--- src/rtl/vdma_pkg.sv ---
package vdma_pkg;
  typedef enum logic [2:0] {
    ST_IDLE,
    ST_CP_RD,
    ST_CP_WR,
    ST_FL_LO,
    ST_FL_HI
  } vdma_state_e;

  localparam logic MODE_COPY = 1'b0;
  localparam logic MODE_FILL = 1'b1;
endpackage

--- src/rtl/vdma_ctrl.sv ---
module vdma_ctrl
  import vdma_pkg::*;
(
  input  logic        clk_i,
  input  logic        rst_ni,
  input  logic        start_i,
  input  logic        mode_i,
  input  logic        data_wr_i,
  input  logic        last_i,
  output vdma_state_e state_o,
  output logic        load_o,
  output logic        word_o,
  output logic        step_o,
  output logic        src_step_o,
  output logic        busy_o,
  output logic        armed_o,
  output logic        done_o,
  output logic        src_upd_o
);
  vdma_state_e state_q, state_d;
  logic armed_q, done_q, upd_q;
  logic occupied, begin_fill, finish;

  assign occupied   = (state_q != ST_IDLE) || armed_q;
  assign load_o     = start_i && !occupied;
  assign begin_fill = data_wr_i && armed_q && (state_q == ST_IDLE);
  assign word_o     = begin_fill;
  assign step_o     = (state_q == ST_CP_WR) || (state_q == ST_FL_HI);
  assign src_step_o = (state_q == ST_CP_WR);
  assign finish     = step_o && last_i;

  always_comb begin
    state_d = state_q;
    unique case (state_q)
      ST_IDLE: begin
        if (load_o && mode_i == MODE_COPY) state_d = ST_CP_RD;
        else if (begin_fill)               state_d = ST_FL_LO;
      end
      ST_CP_RD: state_d = ST_CP_WR;
      ST_CP_WR: state_d = last_i ? ST_IDLE : ST_CP_RD;
      ST_FL_LO: state_d = ST_FL_HI;
      ST_FL_HI: state_d = last_i ? ST_IDLE : ST_FL_HI;
      default:  state_d = ST_IDLE;
    endcase
  end

  always_ff @(posedge clk_i or negedge rst_ni) begin
    if (!rst_ni) begin
      state_q <= ST_IDLE;
      armed_q <= 1'b0;
      done_q  <= 1'b0;
      upd_q   <= 1'b0;
    end else begin
      state_q <= state_d;
      if (load_o && mode_i == MODE_FILL)          armed_q <= 1'b1;
      else if (state_q == ST_FL_HI && last_i)     armed_q <= 1'b0;
      done_q <= finish;
      upd_q  <= finish && (state_q == ST_CP_WR);
    end
  end

  assign state_o   = state_q;
  assign busy_o    = (state_q != ST_IDLE);
  assign armed_o   = armed_q;
  assign done_o    = done_q;
  assign src_upd_o = upd_q;

  p_rd_then_wr_r2: assert property (@(posedge clk_i) disable iff (!rst_ni)
    state_q == ST_CP_RD |=> state_q == ST_CP_WR);
  p_done_pulse_r5: assert property (@(posedge clk_i) disable iff (!rst_ni)
    done_q |=> !done_q);
  p_done_edge_r5: assert property (@(posedge clk_i) disable iff (!rst_ni)
    done_q |-> (state_q == ST_IDLE) && ($past(state_q) != ST_IDLE));
  p_fill_armed_r7: assert property (@(posedge clk_i) disable iff (!rst_ni)
    (state_q == ST_FL_LO || state_q == ST_FL_HI) |-> armed_q);
endmodule

--- src/rtl/vdma_datapath.sv ---
module vdma_datapath #(
  parameter int ADDR_W = 16,
  parameter int LEN_W  = 16,
  parameter int INC_W  = 8,
  parameter int DATA_W = 8
) (
  input  logic                clk_i,
  input  logic                rst_ni,
  input  logic                load_i,
  input  logic [LEN_W-1:0]    len_i,
  input  logic [ADDR_W-1:0]   src_i,
  input  logic [ADDR_W-1:0]   dst_i,
  input  logic [INC_W-1:0]    inc_i,
  input  logic                word_i,
  input  logic [2*DATA_W-1:0] fill_word_i,
  input  logic                step_i,
  input  logic                src_step_i,
  output logic [ADDR_W-1:0]   src_o,
  output logic [ADDR_W-1:0]   dst_o,
  output logic [LEN_W-1:0]    len_o,
  output logic [DATA_W-1:0]   lo_o,
  output logic [DATA_W-1:0]   hi_o,
  output logic                last_o
);
  localparam int CNT_W = LEN_W + 1;

  logic [ADDR_W-1:0]   src_q, dst_q;
  logic [CNT_W-1:0]    cnt_q;
  logic [INC_W-1:0]    inc_q;
  logic [2*DATA_W-1:0] word_q;

  always_ff @(posedge clk_i or negedge rst_ni) begin
    if (!rst_ni) begin
      src_q  <= '0;
      dst_q  <= '0;
      cnt_q  <= '0;
      inc_q  <= '0;
      word_q <= '0;
    end else begin
      if (load_i) begin
        src_q <= src_i;
        dst_q <= dst_i;
        inc_q <= inc_i;
        // zero length encodes the full 2^LEN_W span
        cnt_q <= (len_i == '0) ? {1'b1, {LEN_W{1'b0}}} : {1'b0, len_i};
      end else begin
        if (src_step_i) src_q <= src_q + ADDR_W'(1);
        if (step_i) begin
          dst_q <= dst_q + ADDR_W'(inc_q);
          cnt_q <= cnt_q - CNT_W'(1);
        end
      end
      if (word_i) word_q <= fill_word_i;
    end
  end

  assign src_o  = src_q;
  assign dst_o  = dst_q;
  assign len_o  = cnt_q[LEN_W-1:0];
  assign last_o = (cnt_q == CNT_W'(1));
  assign lo_o   = word_q[DATA_W-1:0];
  assign hi_o   = word_q[2*DATA_W-1:DATA_W];

  p_src_step_r2: assert property (@(posedge clk_i) disable iff (!rst_ni)
    (src_step_i && !load_i) |=> src_q == ADDR_W'($past(src_q) + ADDR_W'(1)));
  p_dst_step_r3: assert property (@(posedge clk_i) disable iff (!rst_ni)
    (step_i && !load_i) |=> dst_q == ADDR_W'($past(dst_q) + ADDR_W'($past(inc_q))));
  p_cnt_nonzero_r1: assert property (@(posedge clk_i) disable iff (!rst_ni)
    load_i |=> cnt_q != '0);
endmodule

--- src/rtl/vdma_port.sv ---
module vdma_port
  import vdma_pkg::*;
#(
  parameter int ADDR_W = 16,
  parameter int DATA_W = 8
) (
  input  logic              clk_i,
  input  logic              rst_ni,
  input  vdma_state_e       state_i,
  input  logic [ADDR_W-1:0] src_i,
  input  logic [ADDR_W-1:0] dst_i,
  input  logic [DATA_W-1:0] lo_i,
  input  logic [DATA_W-1:0] hi_i,
  input  logic [DATA_W-1:0] rdata_i,
  output logic [ADDR_W-1:0] addr_o,
  output logic              re_o,
  output logic              we_o,
  output logic [DATA_W-1:0] wdata_o
);
  always_comb begin
    addr_o  = dst_i;
    re_o    = 1'b0;
    we_o    = 1'b0;
    wdata_o = '0;
    unique case (state_i)
      ST_CP_RD: begin
        addr_o = src_i;
        re_o   = 1'b1;
      end
      ST_CP_WR: begin
        we_o    = 1'b1;
        wdata_o = rdata_i;
      end
      ST_FL_LO: begin
        we_o    = 1'b1;
        wdata_o = lo_i;
      end
      ST_FL_HI: begin
        addr_o  = dst_i ^ ADDR_W'(1);
        we_o    = 1'b1;
        wdata_o = hi_i;
      end
      default: ;
    endcase
  end

  p_one_access_r4: assert property (@(posedge clk_i) disable iff (!rst_ni)
    !(re_o && we_o));
  p_wr_follows_rd_r2: assert property (@(posedge clk_i) disable iff (!rst_ni)
    re_o |=> we_o);
endmodule

--- src/rtl/vram_dma_engine.sv ---
module vram_dma_engine
  import vdma_pkg::*;
#(
  parameter int ADDR_W = 16,
  parameter int LEN_W  = 16,
  parameter int INC_W  = 8,
  parameter int DATA_W = 8
) (
  input  logic                clk_i,
  input  logic                rst_ni,
  input  logic                start_i,
  input  logic                mode_i,
  input  logic [LEN_W-1:0]    len_i,
  input  logic [ADDR_W-1:0]   src_i,
  input  logic [ADDR_W-1:0]   dst_i,
  input  logic [INC_W-1:0]    inc_i,
  input  logic                data_wr_i,
  input  logic [2*DATA_W-1:0] fill_word_i,
  output logic [ADDR_W-1:0]   mem_addr_o,
  output logic                mem_re_o,
  output logic                mem_we_o,
  output logic [DATA_W-1:0]   mem_wdata_o,
  input  logic [DATA_W-1:0]   mem_rdata_i,
  output logic                busy_o,
  output logic                armed_o,
  output logic                done_o,
  output logic                src_upd_o,
  output logic [LEN_W-1:0]    len_o,
  output logic [ADDR_W-1:0]   src_o,
  output logic [ADDR_W-1:0]   dst_o
);
  vdma_state_e       state;
  logic              load, word, step, src_step, last;
  logic [DATA_W-1:0] lo_b, hi_b;

  vdma_ctrl u_ctrl (
    .clk_i      (clk_i),
    .rst_ni     (rst_ni),
    .start_i    (start_i),
    .mode_i     (mode_i),
    .data_wr_i  (data_wr_i),
    .last_i     (last),
    .state_o    (state),
    .load_o     (load),
    .word_o     (word),
    .step_o     (step),
    .src_step_o (src_step),
    .busy_o     (busy_o),
    .armed_o    (armed_o),
    .done_o     (done_o),
    .src_upd_o  (src_upd_o)
  );

  vdma_datapath #(
    .ADDR_W (ADDR_W),
    .LEN_W  (LEN_W),
    .INC_W  (INC_W),
    .DATA_W (DATA_W)
  ) u_dp (
    .clk_i       (clk_i),
    .rst_ni      (rst_ni),
    .load_i      (load),
    .len_i       (len_i),
    .src_i       (src_i),
    .dst_i       (dst_i),
    .inc_i       (inc_i),
    .word_i      (word),
    .fill_word_i (fill_word_i),
    .step_i      (step),
    .src_step_i  (src_step),
    .src_o       (src_o),
    .dst_o       (dst_o),
    .len_o       (len_o),
    .lo_o        (lo_b),
    .hi_o        (hi_b),
    .last_o      (last)
  );

  vdma_port #(
    .ADDR_W (ADDR_W),
    .DATA_W (DATA_W)
  ) u_port (
    .clk_i   (clk_i),
    .rst_ni  (rst_ni),
    .state_i (state),
    .src_i   (src_o),
    .dst_i   (dst_o),
    .lo_i    (lo_b),
    .hi_i    (hi_b),
    .rdata_i (mem_rdata_i),
    .addr_o  (mem_addr_o),
    .re_o    (mem_re_o),
    .we_o    (mem_we_o),
    .wdata_o (mem_wdata_o)
  );

  p_len_clear_r6: assert property (@(posedge clk_i) disable iff (!rst_ni)
    done_o |-> len_o == '0);
  p_start_ignored_r8: assert property (@(posedge clk_i) disable iff (!rst_ni)
    (busy_o && start_i) |=> (busy_o || done_o));
  p_busy_access_r5: assert property (@(posedge clk_i) disable iff (!rst_ni)
    busy_o |-> (mem_re_o || mem_we_o));
endmodule

--- config.mk ---
export PLATFORM = sky130hd
export DESIGN_NAME = vram_dma_engine
export DESIGN_NICKNAME = d
export VERILOG_FILES = /design/src/rtl/vdma_pkg.sv /design/src/rtl/vdma_ctrl.sv /design/src/rtl/vdma_datapath.sv /design/src/rtl/vdma_port.sv /design/src/rtl/vram_dma_engine.sv
export SDC_FILE = /design/constraint.sdc
export NUM_CORES = 1
export LEC_CHECK = 0
export CORE_MARGIN = 10
export CORE_UTILIZATION = 30
export CTS_BUF_LIST = sky130_fd_sc_hd__clkbuf_2 sky130_fd_sc_hd__clkbuf_4 sky130_fd_sc_hd__clkbuf_8
export DETAILED_ROUTE_END_ITERATION = 10
export MAX_ROUTING_LAYER = met4
export PLACE_DENSITY_LB_ADDON = 0.08
export REMOVE_ABC_BUFFERS = 1
export SLEW_MARGIN = 5
export SYNTH_ARGS = -nofsm -noshare
export SYNTH_HDL_FRONTEND = slang
export SYNTH_SLANG_ARGS = --single-unit
--- constraint.sdc ---
create_clock -name clk_i -period 4.8 [get_ports clk_i]
set_input_delay 0.96 -clock clk_i [delete_from_list [all_inputs] [get_ports clk_i]]
set_output_delay 0.96 -clock clk_i [all_outputs]
set_load 0.05 [all_outputs]
==> flow_summary.toml <==
[run_status]
status = "finished, final reports clean"

[timing]
skew_ns = 0.01002
fmax_ghz = 0.2653
timing.final.crit_period_ns = 3.769
finalHoldViolCount = 0
setup_viol = 0
worst_pin_slew_ns = 1.184
tns_ns = 0
rsz0062_at_grt = "no"
slew_headroom_pct = 21.04
final_max_slew_viol_count = 0
min_period_over_period_pct = 78.51

[critical_path]
timing.rr.start = "u_ctrl.state_o[0]"
cpLargestDelayFamily = "buffers and inverters"
crit_chain = "inv_1 -> nor3_2 -> buf_4 -> mux2_2 -> clkdlybuf4s50_1"
critPathBufInv = 3
crit_required_ns = 3.84
crit_fanout = 19
cp_slowest_cell = "clkdlybuf4s50_1"
critPathLaunch = "u_ctrl.state_o[0]"
end_kind = "output pin"
cp_slowest_stage_delay_ns = 0.72
crit_type = "reg2out"
arrival_ns = 2.81
startpoint_type = "flip-flop"

[route]
first_pass_iters = 5
vias = 4359
routedWlPerCell_um = 18.68
avgViaCountPerCell = 4.982
initialDrtViolationCount = 291
postRouteAntennaNets = 0
wl_um = 16340
drc_errors = 0

[synth]
synth_top_cell_area_share_pct = 41.18
ys_types = 62
synth_area_um2 = 4801
synth_top_cell_by_area = "dfrtp_1"
synth_seq_cells = 79
synth_edf_count = 0
synth-seq-area-share_pct = 41.18
yosys-top-cells-count = "89 x nand2_1, 79 x dfrtp_1, 38 x o21ai_0"
yosys_warnings = 0
synth-main-ff-cell = "dfrtp_1"
async_reset_ff_share_pct = 100.0
yosys-top-cells-area = "dfrtp_1 41%, mux2_2 7.0%, nand2_1 7.0%"
synth_area_per_cell_um2 = 9.322
netlist_instances = 515
yosysMostFrequentCell = "nand2_1"

[finish]
seq_area_um2 = 1977
fin_nets = 750
final_cell_area_um2 = 6685
area.growth.synth_to_final_pct = 39.25
multi_input_area_um2 = 2527
drive_above_1_share_pct = 10.79
post-route-util_pct = 42.39
final.fill_count = 1599

[global_route]
met1_usage_pct = 20.04
grt_use_met3_pct = 3.368
track_usage_pct = 15.47
grt_max_degree = 80
gr-total-overflow = 0
grt_pass1_vias = 4588
busiest_layer = "met2"
antenna_found_initial = 1
use_met2_pct = 23.50
grt_pass1_wl_um = 25850

[placed_design]
hpwl_um = 11950
portBuffers = 162
globalplace.congestion = 0.7861
dpl_cell_area_um2 = 6480

[clock_network]
cts_sinks = 79
ctsHoldBuffers = 0
numCtsBuffers = 9
clkTransAtPathRegs_ns = 0.08
cts-resized-gates = 0
cts_max_level = 3
cts_buffer_depth = 2
post_cts_buffers = 0
clk_latency_ns = 0.37
ctsRootBufferMaster = "clkbuf_8"
cts_tree = "done"

[pwr]
p_per_area_nw_per_um2 = 699.2
p_leak_nw = 2.635
irDropWorstVdd_v = 0.0003253

[floorplan]
num_io_pins = 163
die-area_um2 = 21460
rows = 46
start_util_pct = 30.44
die_y_um = 146.5
die_w_um = 146.5
core_area_um2 = 15770

[worst_hold_path]
hold_class = "reg2reg"
worstHoldStart = "u_dp.inc_q[2]"

[run]
max_cap_violations = 0
## kinds of logic (layout without fill, tap and decap cells)
logic type | count (synthesis) | after routing | synth area share (%)
AO/OA/AOI/OAI | 123 | 123 | 17.10
other | 0 | 1 | 0
XOR/XNOR | 22 | 22 | 4.013
buffers and inverters | 52 | 195 | 6.281
flip-flops | 79 | 79 | 41.18
multiplexers | 41 | 41 | 9.330
adder cells (fa/ha/maj) | 12 | 12 | 3.284
AND/OR/NAND/NOR | 186 | 186 | 18.82
## sequential cells by signal, indices dropped and copies added (netlist names), 3 cells and up
name,cells
u_ctrl.state_o,3
u_dp.word_q,16
u_dp.inc_q,8
u_dp.dst_o,16
u_dp.cnt_q,17
u_dp.src_o,16
## area by class of cell
| type | count | area share (%) |
|---|---|---|
| well taps | 216 | 4.043 |
| multi-input cells | 384 | 37.81 |
| inverters | 11 | 0.6176 |
| diodes | 1 | 0.03743 |
| clock inverters | 3 | 0.6363 |
| clock buffers | 13 | 2.396 |
| flip-flops and latches | 79 | 29.57 |
| repair buffers | 168 | 24.89 |
## per-stage QoR
stage               hold slack, ns  power, mW  instances  setup slack, ns
floorplan                   0.4497      3.116        474           0.7144
global placement            0.4669      4.151        858            1.377
detailed placement          0.4689      4.183        858            1.322
CTS                         0.4901      4.735        874           0.9933
global route                0.5195      4.970        875           0.8446
finish                      0.4866      4.674        875            1.031
## report_power, final
part	leakage [nW]	total [mW]	switching, mW	internal (mW)
Sequential	0.937	1.21	0.315	0.896
Clock	0.104	0.532	0.261	0.272
Combinational	1.59	2.93	1.87	1.06
Total	2.64	4.67	2.44	2.23
## cells in the final DEF, fill, tap and decap left out, drive strengths merged, types with 12 or more instances in the layout
cell type,Yosys,final
nand2,89,89
clkdlybuf4s50,0,161
dfrtp,79,79
a21oi,17,17
clkbuf,8,13
o21ai,39,39
nor3,16,16
mux2,30,30
xnor2,12,12
nor2,31,31
## worst reg2reg max path, delay by kind of cell, from the launching register on
kind                   cells  cell delay, ns
flip-flops                 1            0.71
buffers and inverters      2            0.69
AND/OR/NAND/NOR            3            1.37
AO/OA/AOI/OAI              1            0.06
## final timing paths
| kind | endpoint | slack, ns | depth (start not counted) |
|---|---|---|---|
| worst max-delay path | mem_addr_o[15] | 1.03 | 5 |
| worst min-delay path | u_dp.inc_q[2] | 0.49 | 2 |
| worst max register to register | u_dp.cnt_q[15] | 1.85 | 6 |
| worst min register to register | u_dp.inc_q[2] | 0.49 | 2 |
| max in group asynchronous | u_dp.cnt_q[8] | 3.33 | 1 |
| min in group asynchronous | u_dp.src_o[4] | 0.79 | 1 |
## metal layers
layer	share of wire, %	routed length [um]
met5	0	0
met4	1.0	165
met3	5.0	812
met2	45	7380
met1	49	7986
No activity file was read; power rests on OpenSTA's default activity.
